[config.mk]
export PLATFORM = sky130hd
export DESIGN_NAME = drift_trim
export DESIGN_NICKNAME = d
export VERILOG_FILES = /design/src/rtl/drift_trim.sv
export SDC_FILE = /design/constraint.sdc
export NUM_CORES = 1
export LEC_CHECK = 0
export BUFFER_PORTS_ARGS = -buffer_cell sky130_fd_sc_hd__buf_4
export CORE_AREA = 5 5 101 103
export CTS_BUF_LIST = sky130_fd_sc_hd__clkbuf_8 sky130_fd_sc_hd__clkbuf_16
export CTS_CLUSTER_DIAMETER = 50
export DETAILED_ROUTE_END_ITERATION = 7
export DIE_AREA = 0 0 106 108
export PLACE_DENSITY = 0.49
export SETUP_SLACK_MARGIN = 0.02
export SYNTH_ARGS = -nofsm -noshare
export SYNTH_HDL_FRONTEND = slang
export SYNTH_SLANG_ARGS = --single-unit
[constraint.sdc]
create_clock -name clk -period 6.85 [get_ports clk]
set_clock_uncertainty 0.15 [all_clocks]
set_input_delay 0.3425 -clock clk [delete_from_list [all_inputs] [get_ports clk]]
set_output_delay 0.3425 -clock clk [all_outputs]
set_load 0.1 [all_outputs]
[src/rtl/drift_trim.sv]
module drift_trim #(
  parameter int PRESC_W    = 15,
  parameter int SHORT_SECS = 20,
  parameter int LONG_SECS  = 60
) (
  input  logic       clk,
  input  logic       rst_n,
  input  logic       slow_tick,
  input  logic       wr_en,
  input  logic [7:0] wr_data,
  output logic       busy,
  output logic       sec_tick
);
  localparam int CNT_W = PRESC_W + 1;
  localparam int MAX_SECS = (LONG_SECS > SHORT_SECS) ? LONG_SECS : SHORT_SECS;
  localparam int SEC_W = (MAX_SECS < 2) ? 1 : $clog2(MAX_SECS);
  localparam logic [CNT_W-1:0] BASE = CNT_W'((1 << PRESC_W) - 1);

  logic [7:0]       act_q, pend_q;
  logic             busy_q, tick_q;
  logic [CNT_W-1:0] cnt_q;
  logic [SEC_W-1:0] sec_q;

  logic [5:0]       code;
  logic [6:0]       pulses;
  logic [SEC_W-1:0] int_last;
  logic [CNT_W-1:0] limit;
  logic             last_sec, wrap, boundary;

  assign code = act_q[5:0];

  always_comb begin
    if (code == 6'd0)
      pulses = 7'd0;
    else if (act_q[6])
      pulses = 7'(({1'b0, ~code} + 7'd1) << 1);
    else
      pulses = 7'(({1'b0, code} - 7'd1) << 1);
  end

  assign int_last = act_q[7] ? SEC_W'(LONG_SECS - 1) : SEC_W'(SHORT_SECS - 1);
  assign last_sec = (sec_q == int_last);
  assign limit    = !last_sec ? BASE
                  : act_q[6]  ? BASE + CNT_W'(pulses)
                              : BASE - CNT_W'(pulses);
  assign wrap     = slow_tick && (cnt_q == limit);
  assign boundary = wrap && last_sec;

  always_ff @(posedge clk) begin
    if (!rst_n) begin
      act_q  <= 8'd0;
      pend_q <= 8'd0;
      busy_q <= 1'b0;
      tick_q <= 1'b0;
      cnt_q  <= '0;
      sec_q  <= '0;
    end else begin
      tick_q <= wrap;
      if (slow_tick)
        cnt_q <= wrap ? '0 : cnt_q + 1'b1;
      if (wrap)
        sec_q <= last_sec ? '0 : sec_q + 1'b1;
      if (boundary && busy_q)
        act_q <= pend_q;
      if (wr_en && !busy_q) begin
        pend_q <= wr_data;
        busy_q <= 1'b1;
      end else if (boundary) begin
        busy_q <= 1'b0;
      end
    end
  end

  assign busy     = busy_q;
  assign sec_tick = tick_q;
endmodule


Yosys cells after proc, flatten, opt, wreduce, memory -nomap -nowiden --
Cells that the tools add are included.
Operators by class: add/sub/neg operators 6, eq/ne operators 2, muxes and demuxes 9, bitwise logic cells 1, reduce and logical (&&, ||, !) cells 7
Operator list (number):
- two-way mux 16 bit | 3
- adder 15 x 7 -> 16 bit (first input constant) | 1
- adder 16 x 1 -> 16 bit (second input constant) | 1
- == test 16 bit | 1
- subtractor 15 x 7 -> 16 bit (first input constant) | 1
- two-way mux 7 bit | 2
- adder 6 x 1 -> 6 bit (second input constant) | 2
- two-way mux 6 bit | 2
- == test 6 bit | 1
- logical NOT 6 bit | 1
- inverter 6 bit | 1
- subtractor 6 x 1 -> 6 bit (second input constant) | 1
- logical AND 1 bit | 4
- two-way mux 1 bit | 2
- nonzero test 2 bit | 1
- logical NOT 1 bit | 1
Storage, ports and cells: register bits after elaboration 40, input port bits 12, output and inout port bits 2, word-level logic and storage cells 31

Logic depth before layout (Yosys ltp) --
depth in word-level cells 12, depth in mapped cells 17, gate-level depth less buffers 15

Worst setup path after synthesis --
No wires, ideal clock.
path kind register -> register, from register act_q[0], to register sec_q[4], library setup time 0.070 ns, arrival 3.593 ns, data required time 6.630 ns, slack 3.036 ns, cell stages (with the launch flop) 17, path buffers 1, cell sequence dfxtp_1 -> buf_4 -> inv_1 -> ha_1 -> nor3b_4 -> xnor2_1 -> mux2_2 -> nand2_1 -> a21oi_1 -> ha_1 -> a2111oi_4 -> xor2_1 -> o2111ai_1 -> nor4_4 -> o2111ai_4 -> or4_1 -> a21oi_1
On the way: longest elaborated chain between the ends 9, elaborated cells on any way between the ends 12, classes of those cells 4 x add/sub; 1 x eq/ne; 4 x mux; 1 x bitwise; 2 x reduce/logical
RTL lines:
- start, declared | RTL line 19 | logic [7:0] act_q, pend_q;
- start signal, assigned | RTL line 64 | act_q <= pend_q;
- inverter 6 bit | RTL line 36 | pulses = 7'(({1'b0, ~code} + 7'd1) << 1);
- adder 6 x 1 -> 6 bit | RTL line 36
- two-way mux 7 bit | RTL line 35 | else if (act_q[6])
- two-way mux 7 bit * | RTL line 33 | if (code == 6'd0)
- subtractor 15 x 7 -> 16 bit or adder 15 x 7 -> 16 bit (tied branches) | RTL line 45, 44
- two-way mux 16 bit * | RTL line 44 | : act_q[6] ? BASE + CNT_W'(pulses)
- two-way mux 16 bit * | RTL line 43 | assign limit = !last_sec ? BASE
- == test 16 bit * | RTL line 46 | assign wrap = slow_tick && (cnt_q == limit);
- logical AND 1 bit * | RTL line 46
- end signal, assigned | RTL line 62 | sec_q <= last_sec ? '0 : sec_q + 1'b1;
- end, declared | RTL line 22 | logic [SEC_W-1:0] sec_q;
Every way passes the cells marked *; elsewhere a longest branch is shown, timed or not. A chain may end at the register's enable or synchronous reset.

Worst setup path after layout --
from register act_q[0], to register cnt_q[7]
On the way: longest elaborated chain between the ends 10, elaborated cells on any way between the ends 13, classes of those cells 4 x add/sub; 1 x eq/ne; 5 x mux; 1 x bitwise; 2 x reduce/logical
RTL lines:
- inverter 6 bit | RTL line 36
- adder 6 x 1 -> 6 bit | RTL line 36
- two-way mux 7 bit | RTL line 35
- two-way mux 7 bit * | RTL line 33
- subtractor 15 x 7 -> 16 bit or adder 15 x 7 -> 16 bit (tied branches) | RTL line 45, 44
- two-way mux 16 bit * | RTL line 44
- two-way mux 16 bit * | RTL line 43
- == test 16 bit * | RTL line 46
- logical AND 1 bit * | RTL line 46
- two-way mux 16 bit * | RTL line 60 | cnt_q <= wrap ? '0 : cnt_q + 1'b1;
- end signal, assigned | RTL line 60
- end, declared | RTL line 21 | logic [CNT_W-1:0] cnt_q;
Marked as above.

==> run_results.csv <==
group,metric,value,unit
worst_hold_path,hold_depth,3,
synth,synth_top_area_frac,0.302,
floorplan,die_h,108,um
synth,synth_nets,340,
critical_path,r2r_cells,15,
synth,async_flop_share,0,
critical_path,crit_required,6.84,ns
timing,setup_ws,2.00,ns
route,wirelength,6330,um
power_and_ir_drop,power.share.switching,0.220,
global_route,grt_antenna_before_repair,0,
global_route,grt_max_degree,31,
run,cap_violations,0,
finish,area_growth,9.90,%
clocking,cts_tree,"yes",
synth,synth_top_area_cell,"dfxtp_1",
timing,relSlewSlack,0.321,
power_and_ir_drop,p_clk_frac,0.412,
floorplan,io-pin-count,14,
timing,worst_pin_slew,1.01,ns
critical_path,cp_cell_sequence,"inv_1 -> ha_1 -> nor3b_4 -> xnor2_1 -> mux2_2 -> nand2_1 -> a21oi_1 -> ha_1 -> a2111oi_4 -> xor2_1 -> o2111ai_1 -> nor3_1 -> o2111ai_1 -> o21ai_1 -> nor2_1",
timing,hold_viol,0,
timing,period_share,0.708,
floorplan,initial_core_util,0.291,
critical_path,critical_path_class,"flip-flop to flip-flop",
synth,synth_common_cells,"dfxtp_1 (40), nor2_1 (36), a21oi_1 (21), nand2_1 (16), xor2_1 (15)",
critical_path,slowest_delay,0.85,ns
synth,synth.distinct_cells,62,
synth,yosys_warnings,0,
placed_design,hpwl,4570,um
placed_design,io_buffers,13,
timing,setup_viol,0,
power_and_ir_drop,power_density,157,nW/um^2
route,first_pass_iters,4,
global_route,grt_pass1_wl,11100,um
critical_path,path_max_fanout,14,
critical_path,crit_buf_inv,1,
route,vias,2331,
clocking,cts_max_path_buffers,2,
finish,diodes,0,
status,status,"finished, final reports clean",
timing,slew_violations,0,
timing,period_minus_slack,4.85,ns
floorplan,rows,35,
critical_path,r2r_setup_slack,2.00,ns
route,drtIter0Drc,157,
finish,fin_nets,340,
power_and_ir_drop,power.total,0.457,mW
timing,tns,0,ns
route,via_per_inst,5.36,
floorplan,dieArea,11400,sq um
synth,ys_seq_area_frac,0.302,
placed_design,place_area,2810,sq um
critical_path,crit_cells,15,
critical_path,critical_path.slowest_cell,"o21ai_1",
worst_hold_path,hold_class,"primary input to flip-flop",
placed_design,place_ws,2.03,ns
timing,max_freq,206,MHz
global_route,gr-usage-all-layers,0.116,
synth,syn_avg_cell_area,8.22,sq um
finish,drive_gt1_frac,0.105,
synth,synthTopCellsByArea,"dfxtp_1 (30%), nor2_1 (5.1%), xor2_1 (5.0%)",
clocking,cts-root-buf,"clkbuf_8",
synth,ys_ff_latch,40,
route,antenna_left,0,
clocking,htreeDepth,2,
clocking,path_clk_slew,0.08,ns
synth,synthCells,323,
global_route,grt_pass1_vias,2253,
critical_path,endpoint_kind,"flip-flop",
clocking,cts_setup_buffers,0,
clocking,cts_sinks,40,
timing,rsz0062_at_grt,"false",
route,drc,0,
power_and_ir_drop,p_switching,0.101,mW
critical_path,crit_path_start_kind,"flip-flop",
floorplan,die_w,106,um
synth,yosysMostFrequentCell,"dfxtp_1",
route,wl_per_cell,14.5,um
synth,syn_area,2650,sq um
critical_path,worst-endpoint-arrival,4.84,ns
synth,synth-edff-count,0,
power_and_ir_drop,ir_worst_vdd,0.118,mV
power_and_ir_drop,p_comb_frac,0.056,
floorplan,core,9110,sq um
power_and_ir_drop,seq_power_share,0.532,
finish,design_area,2920,sq um
power_and_ir_drop,intPower,0.356,mW
critical_path,critPathTopFamily,"compound AO/OA/AOI/OAI gates",
placed_design,gp_congestion,0.794,
global_route,grt_overflow,0,
clocking,cts_resized,0,
clocking,clk_latency,0.29,ns
clocking,cts_made_buffers,5,
clocking,hold_buffers,0,
synth,synth_flop_cell,"dfxtp_1",
power_and_ir_drop,p_leak,0.993,nW
==> through the flow <==
| step | hold slack (ns) | util | cells |
|---|---|---|---|
| finish | 0.126 | 0.320 | 435 |
| global route | 0.131 | 0.320 | 435 |
| CTS | 0.122 | 0.320 | 435 |
| detailed placement | 0.318 | 0.308 | 427 |
| global placement | 0.312 | 0.308 | 427 |
| floorplan | 0.296 | - | 323 |
==> cells by family (layout without fill, tap and decap cells) <==
logic type | count (synthesis) | count (layout) | share of synthesized area
xor gates and xnor gates | 26 | 26 | 0.0858
and+or+nand+nor | 133 | 133 | 0.281
adders and majority gates | 5 | 5 | 0.0236
muxes | 11 | 11 | 0.0420
DFF | 40 | 40 | 0.302
AOI/OAI and AO/OA | 79 | 79 | 0.220
buffers and inverters | 29 | 30 | 0.0462
==> final cells by class <==
type | instances | area (sq um)
fill | 970 | 6190
timing repair buffer | 15 | 113
clock inverter | 3 | 38.8
tap | 111 | 139
clock buffer | 5 | 68.8
inverter | 7 | 26.3
sequential | 40 | 801
multi-input combinational | 254 | 1730
==> final timing paths <==
kind | from | to
worst min-delay path | wr_data[1] | pend_q[1]
worst max register to register | act_q[0] | cnt_q[7]
worst max-delay path | act_q[0] | cnt_q[7]
worst min register to register | pend_q[7] | act_q[7]
==> cells in the final DEF, fill, tap and decap left out, drive strengths merged, types with 3 or more instances in the layout <==
| cell type | instances |
|---|---|
| nand4 | 13 |
| a21o | 3 |
| o211ai | 5 |
| nand3 | 14 |
| o31ai | 13 |
| inv | 7 |
| mux2i | 10 |
| or4 | 5 |
| buf | 15 |
| ha | 5 |
| a21oi | 22 |
| nor2 | 36 |
| nor2b | 3 |
| nand2 | 16 |
| or3 | 3 |
| nor3b | 5 |
| dfxtp | 40 |
| o2111ai | 4 |
| nor3 | 10 |
| xnor2 | 11 |
| nand2b | 5 |
| and3 | 5 |
| clkbuf | 5 |
| xor2 | 15 |
| o21ai | 10 |
| and2 | 6 |
| a211oi | 4 |
==> power groups by stage <==
stage               registers [mW]  logic (mW)  clock network (mW)
finish                       0.243      0.0257               0.188
CTS                          0.243      0.0260               0.197
floorplan                    0.250      0.0149                   0
detailed placement           0.248      0.0259                   0
global route                 0.244      0.0287               0.205
global placement             0.248      0.0256                   0
==> routing by layer <==
metal  GRT usage  up-vias  wire, um
met4      0.0370        0       106
met2       0.188       44      2920
met5           0        -         0
met1       0.156     1088      3050
met3      0.0209        9       250
li1            -     1190         -
==> flip-flops by register name, indices dropped and copies added, names as in the netlist <==
name / cells
pend_q: 8
cnt_q: 16
sec_q: 6
act_q: 8
busy: 1
sec_tick: 1
==> tightest hold or removal path, cell delays in order <==
cell	delay (ns)
buf_4	0.08
mux2i_1	0.05
nor2_1	0.07
Power figures use the tool's default switching activity.
